**config.mk**
```make
export PLATFORM = sky130hd
export DESIGN_NAME = uirq_ctrl
export DESIGN_NICKNAME = d
export VERILOG_FILES = /design/src/rtl/uirq_pkg.sv /design/src/rtl/uirq_pend_bit.sv /design/src/rtl/uirq_rx_timer.sv /design/src/rtl/uirq_regs.sv /design/src/rtl/uirq_ctrl.sv
export SDC_FILE = /design/constraint.sdc
export NUM_CORES = 1
export LEC_CHECK = 0
export BUFFER_PORTS_ARGS = -buffer_cell sky130_fd_sc_hd__buf_2
export CAP_MARGIN = 40
export CORE_MARGIN = 5
export CORE_UTILIZATION = 30
export CTS_CLUSTER_SIZE = 25
export DETAILED_ROUTE_END_ITERATION = 12
export PLACE_DENSITY = 0.58
export SLEW_MARGIN = 20
export SYNTH_ARGS = -nofsm -noshare
export SYNTH_HDL_FRONTEND = slang
export SYNTH_SLANG_ARGS = --single-unit
```
**constraint.sdc**
```tcl
create_clock -name clk -period 1.7 [get_ports clk]
set_clock_uncertainty 0.1 [all_clocks]
set_input_delay 0.085 -clock clk [delete_from_list [all_inputs] [get_ports clk]]
set_output_delay 0.085 -clock clk [all_outputs]
set_load 0.005 [all_outputs]
```
**src/rtl/uirq_pkg.sv**
```systemverilog
package uirq_pkg;
  localparam int NSRC = 4;
  localparam logic [5:0] A_EN  = 6'h00;
  localparam logic [5:0] A_CLR = 6'h04;
  localparam logic [5:0] A_MST = 6'h08;
  localparam logic [5:0] A_LVL = 6'h0C;
  localparam logic [5:0] A_THR = 6'h10;
  localparam logic [5:0] A_CTL = 6'h14;
  // source index -> shared bit position in enable/clear/status words
  function automatic int src_pos(input int i);
    case (i)
      0:       return 0;   // receive-full
      1:       return 1;   // transmit-empty
      2:       return 7;   // break
      default: return 13;  // receive-timeout
    endcase
  endfunction
endpackage

```
**src/rtl/uirq_pend_bit.sv**
```systemverilog
module uirq_pend_bit (
  input  logic clk,
  input  logic rst_n,
  input  logic set_i,
  input  logic clr_i,
  output logic q
);
  always_ff @(posedge clk or negedge rst_n) begin
    if (!rst_n)     q <= 1'b0;
    else if (set_i) q <= 1'b1;
    else if (clr_i) q <= 1'b0;
  end
endmodule

```
**src/rtl/uirq_rx_timer.sv**
```systemverilog
module uirq_rx_timer #(
  parameter int TW = 5
) (
  input  logic          clk,
  input  logic          rst_n,
  input  logic          nonempty,
  input  logic          restart,
  input  logic          tick,
  input  logic [TW-1:0] thr,
  output logic          fire
);
  logic [TW-1:0] cnt_q;
  logic [TW:0]   cnt_inc;

  assign cnt_inc = {1'b0, cnt_q} + 1'b1;
  assign fire = nonempty && !restart && tick && (thr != '0)
                && (cnt_inc == {1'b0, thr});

  always_ff @(posedge clk or negedge rst_n) begin
    if (!rst_n)                    cnt_q <= '0;
    else if (restart || !nonempty) cnt_q <= '0;
    else if (tick && cnt_q != thr) cnt_q <= cnt_inc[TW-1:0];
  end
endmodule

```
**src/rtl/uirq_regs.sv**
```systemverilog
module uirq_regs
  import uirq_pkg::*;
#(
  parameter int DW    = 32,
  parameter int AW    = 6,
  parameter int LVL_W = 8,
  parameter int THR_W = 7,
  parameter int TO_W  = 5
) (
  input  logic             clk,
  input  logic             rst_n,
  input  logic             bus_wr,
  input  logic [AW-1:0]    bus_addr,
  input  logic [DW-1:0]    bus_wdata,
  output logic [DW-1:0]    bus_rdata,
  input  logic [LVL_W-1:0] rx_level,
  input  logic [LVL_W-1:0] tx_level,
  input  logic [NSRC-1:0]  pend,
  output logic [NSRC-1:0]  en,
  output logic [NSRC-1:0]  clr,
  output logic [THR_W-1:0] rx_thr,
  output logic [THR_W-1:0] tx_thr,
  output logic [TO_W-1:0]  to_thr,
  output logic             dma_en,
  output logic             loopback_en
);
  localparam logic [THR_W-1:0] THR_RST = THR_W'(64);
  localparam int TO_LSB = 9;

  logic wr_en, wr_clr, wr_thr, wr_ctl;
  logic [DW-1:0] en_word, mst_word;

  assign wr_en  = bus_wr && bus_addr == A_EN;
  assign wr_clr = bus_wr && bus_addr == A_CLR;
  assign wr_thr = bus_wr && bus_addr == A_THR;
  assign wr_ctl = bus_wr && bus_addr == A_CTL;

  for (genvar i = 0; i < NSRC; i++) begin : g_src
    localparam int P = src_pos(i);
    always_ff @(posedge clk or negedge rst_n) begin
      if (!rst_n)     en[i] <= 1'b0;
      else if (wr_en) en[i] <= bus_wdata[P];
    end
    assign clr[i] = wr_clr && bus_wdata[P];
  end

  always_comb begin
    en_word  = '0;
    mst_word = '0;
    for (int i = 0; i < NSRC; i++) begin
      en_word[src_pos(i)]  = en[i];
      mst_word[src_pos(i)] = en[i] & pend[i];
    end
  end

  always_ff @(posedge clk or negedge rst_n) begin
    if (!rst_n) begin
      rx_thr      <= THR_RST;
      tx_thr      <= THR_RST;
      to_thr      <= '0;
      dma_en      <= 1'b0;
      loopback_en <= 1'b0;
    end else begin
      if (wr_thr) begin
        rx_thr <= bus_wdata[THR_W-1:0];
        tx_thr <= bus_wdata[8 +: THR_W];
      end
      if (wr_ctl) begin
        dma_en      <= bus_wdata[15];
        loopback_en <= bus_wdata[14];
        to_thr      <= bus_wdata[TO_LSB +: TO_W];
      end
    end
  end

  always_comb begin
    bus_rdata = '0;
    case (bus_addr)
      A_EN:  bus_rdata = en_word;
      A_MST: bus_rdata = mst_word;
      A_LVL: begin
        bus_rdata[LVL_W-1:0]     = rx_level;
        bus_rdata[8 +: LVL_W]    = tx_level;
      end
      A_THR: begin
        bus_rdata[THR_W-1:0]     = rx_thr;
        bus_rdata[8 +: THR_W]    = tx_thr;
      end
      A_CTL: begin
        bus_rdata[15]            = dma_en;
        bus_rdata[14]            = loopback_en;
        bus_rdata[TO_LSB +: TO_W] = to_thr;
      end
      default: bus_rdata = '0;
    endcase
  end
endmodule

```
**src/rtl/uirq_ctrl.sv**
```systemverilog
module uirq_ctrl
  import uirq_pkg::*;
#(
  parameter int DW    = 32,
  parameter int AW    = 6,
  parameter int LVL_W = 8,
  parameter int THR_W = 7,
  parameter int TO_W  = 5
) (
  input  logic             clk,
  input  logic             rst_n,
  input  logic             bus_wr,
  input  logic [AW-1:0]    bus_addr,
  input  logic [DW-1:0]    bus_wdata,
  output logic [DW-1:0]    bus_rdata,
  input  logic [LVL_W-1:0] rx_level,
  input  logic [LVL_W-1:0] tx_level,
  input  logic             brk_evt,
  input  logic             rx_char_evt,
  input  logic             rx_pop_evt,
  input  logic             char_tick,
  output logic             irq,
  output logic             dma_en,
  output logic             loopback_en
);
  logic [NSRC-1:0]  pend_q, en_q, clr_v, set_v;
  logic [THR_W-1:0] rx_thr_q, tx_thr_q;
  logic [TO_W-1:0]  to_thr_q;
  logic             to_fire;

  uirq_regs #(.DW(DW), .AW(AW), .LVL_W(LVL_W), .THR_W(THR_W), .TO_W(TO_W)) regs_i (
    .clk(clk), .rst_n(rst_n), .bus_wr(bus_wr), .bus_addr(bus_addr),
    .bus_wdata(bus_wdata), .bus_rdata(bus_rdata), .rx_level(rx_level),
    .tx_level(tx_level), .pend(pend_q), .en(en_q), .clr(clr_v),
    .rx_thr(rx_thr_q), .tx_thr(tx_thr_q), .to_thr(to_thr_q),
    .dma_en(dma_en), .loopback_en(loopback_en)
  );

  uirq_rx_timer #(.TW(TO_W)) timer_i (
    .clk(clk), .rst_n(rst_n), .nonempty(rx_level != '0),
    .restart(rx_char_evt || rx_pop_evt), .tick(char_tick),
    .thr(to_thr_q), .fire(to_fire)
  );

  assign set_v[0] = rx_level >= LVL_W'(rx_thr_q);
  assign set_v[1] = tx_level <= LVL_W'(tx_thr_q);
  assign set_v[2] = brk_evt;
  assign set_v[3] = to_fire;

  for (genvar i = 0; i < NSRC; i++) begin : g_pend
    uirq_pend_bit pend_i (
      .clk(clk), .rst_n(rst_n), .set_i(set_v[i]), .clr_i(clr_v[i]), .q(pend_q[i])
    );
  end

  assign irq = |(pend_q & en_q);
endmodule

```
# Yosys cells after proc, flatten, opt, wreduce, memory -nomap -nowiden

Index checks and enable logic that the tools add are counted.

Magnitude comparators: 2
Reductions and logical operators: 26
Bitwise gates (word level): 5
$add $sub $neg: 1
Multiplexer cells: 15
Equality and inequality tests: 7

Operators with widths:

| operator                                                              | number |
|---|---|
| 6-bit one-hot mux with 5 select lines                                 | 1 |
| 7-bit one-hot mux with 4 select lines                                 | 1 |
| 1-bit logical AND                                                     | 13 |
| 6-bit by 4-bit equality test with 1-bit output, second input constant | 2 |
| 6-bit by 5-bit equality test with 1-bit output, second input constant | 2 |
| 5-bit two-way mux                                                     | 2 |
| 2-bit nonzero test                                                    | 5 |
| 8-bit by 7-bit greater-or-equal comparator with 1-bit output          | 1 |
| 8-bit by 7-bit less-or-equal comparator with 1-bit output             | 1 |
| 1-bit two-way mux                                                     | 8 |
| 8-bit nonzero test                                                    | 1 |
| 5-bit by 1-bit adder with 6-bit output, second input constant         | 1 |
| 6-bit by 3-bit equality test with 1-bit output, second input constant | 1 |
| 6-bit by 5-bit equality test with 1-bit output                        | 1 |
| 6-bit logical NOT                                                     | 1 |
| 5-bit inequality test                                                 | 1 |
| 5-bit nonzero test                                                    | 1 |
| 1-bit AND                                                             | 4 |
| 4-bit AND                                                             | 1 |
| 1-bit one-hot mux with 2 select lines                                 | 2 |
| 4-bit OR reduction                                                    | 1 |
| 1-bit one-hot mux with 3 select lines                                 | 1 |
| 1-bit logical NOT                                                     | 2 |
| 1-bit logical OR                                                      | 2 |

Bits in registers: 34
Input port bits: 61

# Longest topological paths before layout

Gate-level depths: netlist of run 1.

Depth in word-level cells: 7
Mapped depth: 6

# By module

Synthesis of run 1 repeated with hierarchy kept, for this count alone.

Cell total of the unflattened synthesis: 249
Area total of the unflattened synthesis: 2,568.7 um^2

Modules (own cells, without submodules):

| module        | seq. area each (um^2) | area each (um^2) | times used | cells each |
|---|---|---|---|---|
| uirq_regs     | 628.1                 | 1,516.5          | 1          | 123 |
| uirq_rx_timer | 125.1                 | 524.3            | 1          | 61 |
| uirq_ctrl     | 0.0                   | 382.9            | 1          | 53 |
| uirq_pend_bit | 25.0                  | 36.3             | 4          | 3 |

# Least setup slack after synthesis of run 1

OpenSTA, ideal clock, no wires.

Path type: register to register
Start point: register timer_i.cnt_q[2]
End point: register timer_i.cnt_q[0]
Period minus slack after synthesis: 1.684 ns
Buffers on the path: 1
Slack: 0.016 ns
Stages on the path, launching flop included: 6
Setup time: 0.079 ns
Data arrival time: 1.504 ns
Path through: dfrtp_1 -> clkbuf_1 -> xor2_1 -> and4bb_2 -> a21boi_0 -> mux2i_1

Longest elaborated chain between the ends: 3

Ends and longest elaborated chain:

| what                         | line                | text |
|---|---|---|
| from (decl)                  | uirq_rx_timer.sv:12 | `logic [TW-1:0] cnt_q;` |
| from (signal assigned)       | uirq_rx_timer.sv:22 | `else if (tick && cnt_q != thr) cnt_q <= cnt_inc[TW-1:0];` |
| 5-bit inequality test        | uirq_rx_timer.sv:22 |  |
| 1-bit logical AND            | uirq_rx_timer.sv:22 |  |
| 2-bit nonzero test (no line) | -                   |  |

No other way between the ends.
A chain may end at the register's enable or synchronous reset.

# Worst setup path in the final report of run 1

Start point: input bus_addr[5]
End point: output bus_rdata[11]

Longest elaborated chain between the ends: 2

Ends and longest elaborated chain:

| what                                                                         | line            | text |
|---|---|---|
| from (decl)                                                                  | uirq_ctrl.sv:13 | `input logic [AW-1:0] bus_addr,` |
| 6-bit by 5-bit equality test with 1-bit output, or another cell as far along | uirq_regs.sv:78 | `case (bus_addr)` |
| 6-bit one-hot mux with 5 select lines (*)                                    | uirq_regs.sv:78 |  |
| to (decl)                                                                    | uirq_ctrl.sv:15 | `output logic [DW-1:0] bus_rdata,` |

Every way passes the cells marked *; elsewhere a longest branch is shown, timed or not.

==> results.md, run 1 <==
* Worst-Skew Late Latency at 290 ps
* Synth warn at 0
* Root buf cell: clkbuf_8
* WL per Instance at 14.78 um
* Share of cells above drive strength 1 at 0.3465
* Post-synth EDFFs at 0
* Worst hold path type: primary input to flip-flop
* CTS Buf Count at 5
* Maximum VDD drop at 0.0004227 V
* Mux cell area share after synthesis at 0.09572
* Setup TNS at 0 ps
* Via density at 4.856
* DRC at 0
* Prevailing post-synth register cell: dfrtp_1
* I/O pin count at 96
* Area growth from synthesis to layout at 38.29%
* Fmax achieved at 595.8 MHz
* Setup crit end kind: output port
* Startpoint types: primary input
* Final setup viols at 0
* Footprint of the multi-input gates at 1381 um2
* Final Hold Vio Count at 0
* Post-synthesis cell area at 2366 um2
* Synth top cells by count: dfrtp_1, nand2_1, nand3_1, buf_4
* Area leader, netlist: dfrtp_1
* N_diodes at 0
* Pins Over Slew Limit at 0
* Initial antenna violation count at 0
* Distinct cells, synth at 43
* Via count of the routed design at 2219
* Yosys top cell area share at 0.3384
* Post-Synthesis Cells at 250
* Dpl hpwl at 5.124 mm
* Post-synthesis average cell area at 9.464 um2
* Worst-path fanout max at 21
* Crit path kind: primary input to output port
* FF/Latch Area at 853.3 um2
* DR iter-0 viols at 63
* Number of core rows at 32
* Grt ovf at 0
* Largest net degree at the start of global routing at 35
* Post-Synth Simple-Gate Area at 0.1935
* Die width at 98.81 um
* Sequential fraction of the synthesis area at 0.3607
* CTS clk-pin slew, worst paths at 70 ps
* Non-Filler Instances at 457
* Dpl cells at 428
* Effective utilization at floorplan at 0.3078
* CTS tree: yes
* Gr usage total at 0.1410
* Largest cells by area after synthesis: dfrtp_1, ha_1, mux2_2, buf_4, nand2_1
* Period minus WS final at 1678 ps
* H-tree Lvls at 2
* DIE HEIGHT at 98.81 um
* Pleak at 1.647 nW
* Max-Cap Viols at 0
* Synth Area in XOR/XNOR at 0.03332
* Largest family of logic cells by synthesized area: simple AND/OR/NAND/NOR gates
* Final RePlAce weighted congestion at 0.7868
* Post-synthesis adder-cell area fraction at 0.07932
* CP required at 1510 ps
* RSZ-0062 raised after global routing: true
* Core area at 7687 um2
* FFs w/ async S/R, synth at 1.000
* Layout Nets at 430
* Global-route wire length before repair at 11.07 mm
* Final worst path period share at 0.9873
* Crit path DAT at 1490 ps
* Sink Count at 34
* Synthesized flop and latch total at 34
* Pwr dens at 710.4 nW/um2
* First drt pass iteration count at 4
* # fillers at 791
* Hold WS at 12.86 ps
* I/O Buffers at 63
* Status: complete, no violations
* Final WL at 6.755 mm
* Vias in the first global route at 2223
* Clock tree buffer depth at 2
* Die area at 9762 um2
* Synth Area in Compound Gates at 0.1412
* Most numerous cell in the Yosys netlist: dfrtp_1
* Antenna Nets Post-Route at 0
* Util after Layout at 0.4256
[worst max-delay path, stage by stage]
cell     delay (ps)
buf_2           110
or4b_4          580
nor3_4          200
buf_12          200
a22oi_1         100
nand2_1         100
buf_2           120
[logic make-up (layout without fill, tap and decap cells)]
kind of cell | count (synthesis) | count (layout)
buf+inv | 42 | 132
simple gates | 79 | 79
other cells | 1 | 16
flops | 34 | 34
compound gates | 49 | 49
xor+xnor | 9 | 9
fa+ha+maj | 15 | 15
mux | 21 | 21
[per-layer routing]
metal,vias to the layer above,wire length (um),GRT usage
met5,-,0,0
met4,0,192,0.05357
met3,12,399,0.03185
met2,70,3056,0.2242
met1,1064,3106,0.1865
li1,1073,-,-
[cell type report]
class	count	share of cell area
Inverter	15	0.01721
Sequential cell	34	0.2608
Tap cell	102	0.03901
Multi-Input combinational cell	189	0.4222
Clock buffer	8	0.03365
Timing Repair Buffer	109	0.2272
[final timing paths]
path / depth (start not counted) / end / slack, ps / startpoint
worst max-delay path: 7 / bus_rdata[11] / 20 / bus_addr[5]
worst min-delay path: 3 / g_pend[3].pend_i.q / 10 / char_tick
worst max register to register: 5 / g_pend[1].pend_i.q / 80 / regs_i.tx_thr[6]
worst min register to register: 1 / g_pend[2].pend_i.q / 410 / g_pend[2].pend_i.q
max in group asynchronous: 3 / regs_i.tx_thr[6] / 890 / rst_n
min in group asynchronous: 3 / regs_i.en[1] / 260 / rst_n
[metrics by stage]
| step | power, mW | setup WS (ps) | instance area (um2) |
|---|---|---|---|
| after floorplan | 1.345 | 16.11 | 2422 |
| after global placement | 1.548 | -38.06 | 2898 |
| after detailed placement | 1.560 | -47.85 | 2898 |
| after CTS | 2.325 | 8.125 | 3219 |
| after global routing | 2.466 | -1.145 | 3272 |
| final | 2.325 | 21.59 | 3272 |
[power by group]
part,switching [mW],internal [mW],total (mW)
clock network,0.319,0.410,0.728
registers,0.0788,0.924,1.00
logic,0.290,0.304,0.594
[layout by cell type (no fill, tap or decap), types with 10 or more instances in the layout]
| master | n |
|---|---|
| inv_1 | 15 |
| dlygate4sd3_1 | 20 |
| buf_4 | 22 |
| ha_1 | 15 |
| nand2_1 | 24 |
| nand2b_1 | 10 |
| nand3_1 | 17 |
| mux2_2 | 13 |
| conb_1 | 16 |
| buf_2 | 63 |
| dfrtp_1 | 32 |
| o21ai_0 | 13 |
[state kept, by name (all words and copies together), names as in the netlist]
register,flops
regs_i.to_thr,5
regs_i.rx_thr,7
regs_i.tx_thr,7
regs_i.dma_en,1
regs_i.en,4
regs_i.loopback_en,1
timer_i.cnt_q,5
g_pend.pend_i.q,4
[what timing repair did]
item,CTS,global route
hold endpoints to repair,60,0
resized for setup,3,10
pin swaps,4,5
buffers inserted,0,1
hold buffers,20,0
gates cloned,0,0
setup endpoints to repair,8,10
No activity file was read; power rests on OpenSTA's default activity.
==> inputs of run 2 (changes only) <==
--- a/config.mk
+++ b/config.mk
@@ -11,7 +11,7 @@
 export CORE_UTILIZATION = 30
 export CTS_CLUSTER_SIZE = 25
 export DETAILED_ROUTE_END_ITERATION = 12
-export PLACE_DENSITY = 0.58
+export PLACE_DENSITY = 0.56
 export SLEW_MARGIN = 20
 export SYNTH_ARGS = -nofsm -noshare
 export SYNTH_HDL_FRONTEND = slang
==> constraint.sdc (replaced) <==
create_clock -name clk -period 1.6 [get_ports clk]
set_clock_uncertainty 0.1 [all_clocks]
set_input_delay 0.08 -clock clk [delete_from_list [all_inputs] [get_ports clk]]
set_output_delay 0.08 -clock clk [all_outputs]
set_load 0.005 [all_outputs]
==> results.md, run 2 (synthesized netlist as in run 1, its figures left out) <==
* DRC at 0 (unchanged)
* CP dominant cell by count: buf_6 (was buf_2)
* WP buf/inv at 3 (unchanged)
* Fmax achieved at 617.3 MHz
* Final Hold Vio Count at 0 (unchanged)
* Fin worst setup slack at -19.92 ps (was 21.59 ps)
* Gr usage total at 0.1412 (was 0.1410)
* Pins Over Slew Limit at 0 (unchanged)
* Non-Filler Instances at 465 (was 457)
* Max-Cap Viols at 0 (unchanged)
* Layout Nets at 439 (was 430)
* Crit path kind: primary input to output port (unchanged)
* Reg2reg end: g_pend[1].pend_i.q (unchanged)
* Internal power at 1.703 mW (was 1.637 mW)
* I/O Buffers at 63 (unchanged)
* Startpoint types: primary input (unchanged)
* Pwr dens at 716.5 nW/um2 (was 710.4 nW/um2)
* Clock power share at 0.264 (was 0.313)
* Via count of the routed design at 2231 (was 2219)
* Commonest cells after routing, fill and taps aside: buf_2, buf_4, dfrtp_1, nand2_1, dlygate4sd3_1 (was buf_2, dfrtp_1, nand2_1, buf_4, dlygate4sd3_1)
* Worst r2r src: regs_i.tx_thr[6] (unchanged)
* Final RePlAce weighted congestion at 0.8242 (was 0.7868)
* Delay-heaviest family, CP: simple AND/OR/NAND/NOR gates (unchanged)
* Effective utilization at floorplan at 0.3078 (unchanged)
* Final setup viols at 5 (was 0)
* CTS Buf Count at 5 (unchanged)
* WL per Instance at 14.72 um (was 14.78 um)
* CTS tree: yes (unchanged)
* Final WL at 6.847 mm (was 6.755 mm)
* I/O pin count at 96 (unchanged)
* RSZ-0062 raised after global routing: true (unchanged)
* Power share of the combinational group at 0.297 (was 0.255)
* Top flop regs: regs_i.rx_thr x7, regs_i.tx_thr x7 (unchanged)
* Setup TNS at -60.56 ps (was 0 ps)
* Footprint of the multi-input gates at 1465 um2 (was 1381 um2)
* Worst hold path type: primary input to flip-flop (unchanged)
* Dpl hpwl at 5.117 mm (was 5.124 mm)
* Crit path DAT at 1440 ps (was 1490 ps)
* Worst Hold Launch: rx_level[7] (was char_tick)
* DR iter-0 viols at 78 (was 63)
* Dpl cells at 429 (was 428)
* Worst path slowest cell: or4b_4 (unchanged)
* Vias in the first global route at 2271 (was 2223)
* Initial antenna violation count at 0 (unchanged)
* Die area at 9762 um2 (unchanged)
* Switch share at 0.3005 (was 0.2958)
* Sequential share of power at 0.439 (was 0.431)
* Antenna Nets Post-Route at 0 (unchanged)
* Global-route wire length before repair at 11.23 mm (was 11.07 mm)
* Root buf cell: clkbuf_8 (unchanged)
* N_diodes at 0 (unchanged)
* Share of cells above drive strength 1 at 0.4050 (was 0.3465)
* CP peak stage delay at 570 ps (was 580 ps)
* Crit-path cells: buf_6 > or4b_4 > nor3_4 > buf_6 > a22o_1 > buf_2 (was buf_2 > or4b_4 > nor3_4 > buf_12 > a22oi_1 > nand2_1 > buf_2)
* CTS clk-pin slew, worst paths at 60 ps (was 70 ps)
* Hold Path End: g_pend[0].pend_i.q (was g_pend[3].pend_i.q)
* Final worst path period share at 1.012
* # fillers at 771 (was 791)
* Via density at 4.798 (was 4.856)
* DIE HEIGHT at 98.81 um (unchanged)
* Clock tree buffer depth at 2 (unchanged)
* First drt pass iteration count at 4 (unchanged)
* Net Sw Power at 731.3 uW (was 687.6 uW)
* Area growth from synthesis to layout at 43.57% (was 38.29%)
* Setup crit end kind: output port (unchanged)
* Setup slack, reg-to-reg at 60 ps (was 80 ps)
* Pleak at 1.682 nW (was 1.647 nW)
* Core area at 7687 um2 (unchanged)
* Violated checks: negative setup slack
* Largest net degree at the start of global routing at 35 (unchanged)
* Util after Layout at 0.4419 (was 0.4256)
* H-tree Lvls at 2 (unchanged)
* Most common cell after layout, fill and taps aside: buf_2 (unchanged)
* Maximum VDD drop at 0.0003397 V (was 0.0004227 V)
* CP required at 1420 ps (was 1510 ps)
* Number of core rows at 32 (unchanged)
* Worst r2r path cells at 5 (unchanged)
* Place WS at -160.5 ps (was -47.85 ps)
* FF/Latch Area at 855.8 um2 (was 853.3 um2)
* Worst-path fanout max at 13 (was 21)
* Die width at 98.81 um (unchanged)
* Worst hold stages at 3 (unchanged)
* Period minus WS final at 1620 ps
* Status: complete, but fails checks (was complete, no violations)
* Sink Count at 34 (unchanged)
* Worst-Skew Late Latency at 280 ps (was 290 ps)
* Grt ovf at 0 (unchanged)
## run 2: cell types whose count changed in the layout (fill, tap and decap cells not counted), sizes merged
cell,before,now
dlygate4sd3,20,19
buf,89,99
clkbuf,8,7
## run 2: through the flow
step	instance area, um2	hold WS (ps)	total power, mW
2_1_floorplan	2435	-315.6	1.433
4_1_cts	3291	17.80	2.379
6_report	3397	9.345	2.434
3_5_place_dp	2918	55.03	1.678
5_1_grt	3397	25.29	2.585
3_3_place_gp	2918	47.74	1.665
## run 2: per-layer routing
metal / global-route usage / wire length (um)
met1: 0.1859 / 3162
met2: 0.2381 / 3262
met3: 0.02619 / 335
met4: 0.03571 / 86
met5: 0 / 0
## run 2: worst min-delay path: cells and delay by family
family	cells	cell delay, ps
AOI/OAI and AO/OA	2	120
buffers and inverters	1	140
## run 2: power by group through the flow
stage	Clock, mW	Sequential (mW)	Combinational [mW]
floorplan	0	1.06	0.371
global placement	0	1.07	0.592
detailed placement	0	1.07	0.604
CTS	0.658	1.06	0.659
global route	0.695	1.08	0.806
finish	0.642	1.07	0.722
## run 2: worst max-delay path by stage
stage	startpoint	endpoint	slack, ps	cells past startpoint
final	bus_addr[0]	bus_rdata[5]	-20	6
after global routing	bus_addr[0]	bus_rdata[13]	-90	7
after CTS	bus_addr[0]	bus_rdata[5]	-9	6
after detailed placement	regs_i.rx_thr[6]	g_pend[0].pend_i.q	-160	5
after global placement	bus_addr[5]	bus_rdata[12]	-110	7
after floorplan	bus_addr[5]	regs_i.rx_thr[0]	-40	4
## run 2: layout make-up
class,instances,area share
Clock buffer,7,0.02541
Inverter,15,0.01657
Multi-Input combinational cell,189,0.4313
Sequential cell,34,0.2519
Tap cell,102,0.03757
Timing Repair Buffer,118,0.2372
## run 2: repair_timing
action                                 in CTS  in global routing
hold buffers                               19                  0
resized for setup                          12                 15
buffers inserted                            6                  4
endpoints found under the hold margin      57                  0
pin swaps                                   7                  6
setup endpoints to repair                  17                 28
==> inputs of run 3 (changes only) <==
--- a/config.mk
+++ b/config.mk
@@ -11,7 +11,7 @@
 export CORE_UTILIZATION = 30
 export CTS_CLUSTER_SIZE = 25
 export DETAILED_ROUTE_END_ITERATION = 12
-export PLACE_DENSITY = 0.56
+export PLACE_DENSITY = 0.58
 export SLEW_MARGIN = 20
 export SYNTH_ARGS = -nofsm -noshare
 export SYNTH_HDL_FRONTEND = slang
==> constraint.sdc (replaced) <==
create_clock -name clk -period 1.3 [get_ports clk]
set_clock_uncertainty 0.1 [all_clocks]
set_input_delay 0.065 -clock clk [delete_from_list [all_inputs] [get_ports clk]]
set_output_delay 0.065 -clock clk [all_outputs]
set_load 0.005 [all_outputs]
==> results.md, run 3 (synthesized netlist as in run 1, its figures left out) <==
* Violated checks: negative setup slack (unchanged)
* Layout Nets at 458 (was 439)
* Crit path kind: primary input to output port (unchanged)
* Final RePlAce weighted congestion at 0.8166 (was 0.8242)
* Core area at 7687 um2 (unchanged)
* Final worst path period share at 1.240
* Via density at 4.674 (was 4.798)
* Worst hold path type: primary input to flip-flop (unchanged)
* H-tree Lvls at 2 (unchanged)
* Via count of the routed design at 2267 (was 2231)
* Status: complete, but fails checks (unchanged)
* CTS tree: yes (unchanged)
* Grt ovf at 0 (unchanged)
* CTS clk-pin slew, worst paths at 70 ps (was 60 ps)
* Crit path DAT at 1450 ps (was 1440 ps)
* CP required at 1130 ps (was 1420 ps)
* I/O Buffers at 63 (unchanged)
* Fmax achieved at 620.6 MHz
* Max-Cap Viols at 0 (unchanged)
* Number of core rows at 32 (unchanged)
* Sink Count at 34 (unchanged)
* Cell area after layout at 3699 um2 (was 3397 um2)
* WP buf/inv at 3 (unchanged)
* Area growth from synthesis to layout at 56.32% (was 43.57%)
* Setup crit end kind: output port (unchanged)
* Pins Over Slew Limit at 0 (unchanged)
* # fillers at 744 (was 771)
* Worst-Skew Late Latency at 280 ps (about the same)
* DIE HEIGHT at 98.81 um (unchanged)
* Final setup viols at 34 (was 5)
* Placed Area at 3166 um2 (was 2918 um2)
* Final Hold Vio Count at 0 (unchanged)
* DRC at 0 (unchanged)
* CTS Buf Count at 5 (unchanged)
* Worst-path fanout max at 10 (was 13)
* Global-route wire length before repair at 11.76 mm (was 11.23 mm)
* Crit-path cells: buf_8 > or4b_4 > nor3_4 > buf_6 > a22oi_1 > nand3_1 > buf_2 (was buf_6 > or4b_4 > nor3_4 > buf_6 > a22o_1 > buf_2)
* Worst path slowest cell: or4b_4 (unchanged)
* Commonest cells after routing, fill and taps aside: buf_2, buf_4, dfrtp_1, nand2_1, dlygate4sd3_1 (unchanged)
* Die area at 9762 um2 (unchanged)
* Period minus WS final at 1611 ps
* Maximum VDD drop at 0.0004230 V (was 0.0003397 V)
* RSZ-0062 raised after global routing: true (unchanged)
* Startpoint types: primary input (unchanged)
* Antenna Nets Post-Route at 0 (unchanged)
* Pleak at 1.800 nW (was 1.682 nW)
* Die width at 98.81 um (unchanged)
* Pwr dens at 870.5 nW/um2 (was 716.5 nW/um2)
* Final WL at 7.251 mm (was 6.847 mm)
* Effective utilization at floorplan at 0.3078 (unchanged)
* DR iter-0 viols at 50 (was 78)
* Share of cells above drive strength 1 at 0.4621 (was 0.4050)
* Largest net degree at the start of global routing at 23 (was 35)
* Top flop regs: regs_i.rx_thr x7, regs_i.tx_thr x7 (unchanged)
* WL per Instance at 14.95 um (was 14.72 um)
* I/O pin count at 96 (unchanged)
* Dpl hpwl at 5.584 mm (was 5.117 mm)
* First drt pass iteration count at 4 (unchanged)
* Root buf cell: clkbuf_8 (unchanged)
* Vias in the first global route at 2406 (was 2271)
* N_diodes at 0 (unchanged)
* Delay-heaviest family, CP: simple AND/OR/NAND/NOR gates (unchanged)
* Fin worst setup slack at -311.4 ps (was -19.92 ps)
* Most common cell after layout, fill and taps aside: buf_2 (unchanged)
* Gr usage total at 0.1495 (was 0.1412)
* Initial antenna violation count at 0 (unchanged)
* Clock tree buffer depth at 2 (unchanged)
* CP peak stage delay at 570 ps (about the same)
* Util after Layout at 0.4811 (was 0.4419)
==> run 3: changes by cell type in the layout (fill, tap and decap cells not counted), sizes merged <==
cell | before | now
buf | 99 | 117
clkinv | 0 | 1
dlygate4sd3 | 19 | 20
==> run 3: cell type report <==
type	count	area [um2]	area share
Multi-Input combinational cell	189	1584	0.4283
Timing Repair Buffer	137	983.4	0.2659
Sequential cell	34	855.8	0.2314
Tap cell	102	127.6	0.03451
Clock buffer	7	86.33	0.02334
Inverter	15	56.30	0.01522
Clock inverter	1	5.005	0.001353
==> run 3: routing by layer <==
layer	up-vias	wire [um]	GRT usage
met5	-	0	0
met4	0	49	0.03571
met3	2	311	0.02760
met2	54	3605	0.2546
met1	1082	3284	0.1959
li1	1129	-	-
==> run 3: final timing paths <==
check | from | to | slack [ps] | cells past startpoint
worst min-delay path | char_tick | g_pend[3].pend_i.q | 8 | 3
worst max-delay path | bus_addr[5] | bus_rdata[13] | -310 | 7
worst max register to register | regs_i.tx_thr[6] | g_pend[1].pend_i.q | -200 | 5
worst min register to register | regs_i.tx_thr[6] | regs_i.tx_thr[6] | 440 | 2
max in group asynchronous | rst_n | timer_i.cnt_q[0] | 540 | 3
min in group asynchronous | rst_n | regs_i.dma_en | 120 | 2
==> run 3: worst register-to-register path, cell delays in order (launching register included) <==
cell     delay [ps]
dfstp_2         540
inv_2            50
ha_4            230
and4b_1         190
o21a_1          120
o41ai_2         180
==> run 3: power by group <==
part           internal [mW]  total (mW)  switching, mW
logic                  0.593        1.07          0.481
registers               1.21        1.32          0.112
clock network          0.428       0.825          0.398
==> run 3: repair_timing <==
item	4_1_cts	5_1_grt
buffers inserted	6	0
hold endpoints to repair	62	0
hold buffers	20	0
setup endpoints to repair	40	44
pin swaps	13	3
resized for setup	27	21
==> run 3: through the flow <==
| step | power, mW | instances | worst slack, ps | setup TNS (ps) | hold slack [ps] |
|---|---|---|---|---|---|
| floorplan | 1.805 | 265 | -296.2 | -7474 | -330.6 |
| global placement | 2.207 | 451 | -377.5 | -14170 | -121.9 |
| detailed placement | 2.229 | 451 | -402.1 | -15170 | -117.9 |
| CTS | 3.189 | 485 | -315.8 | -6848 | 2.225 |
| global route | 3.427 | 485 | -387.7 | -8346 | 9.748 |
| finish | 3.220 | 485 | -311.4 | -6382 | 7.695 |
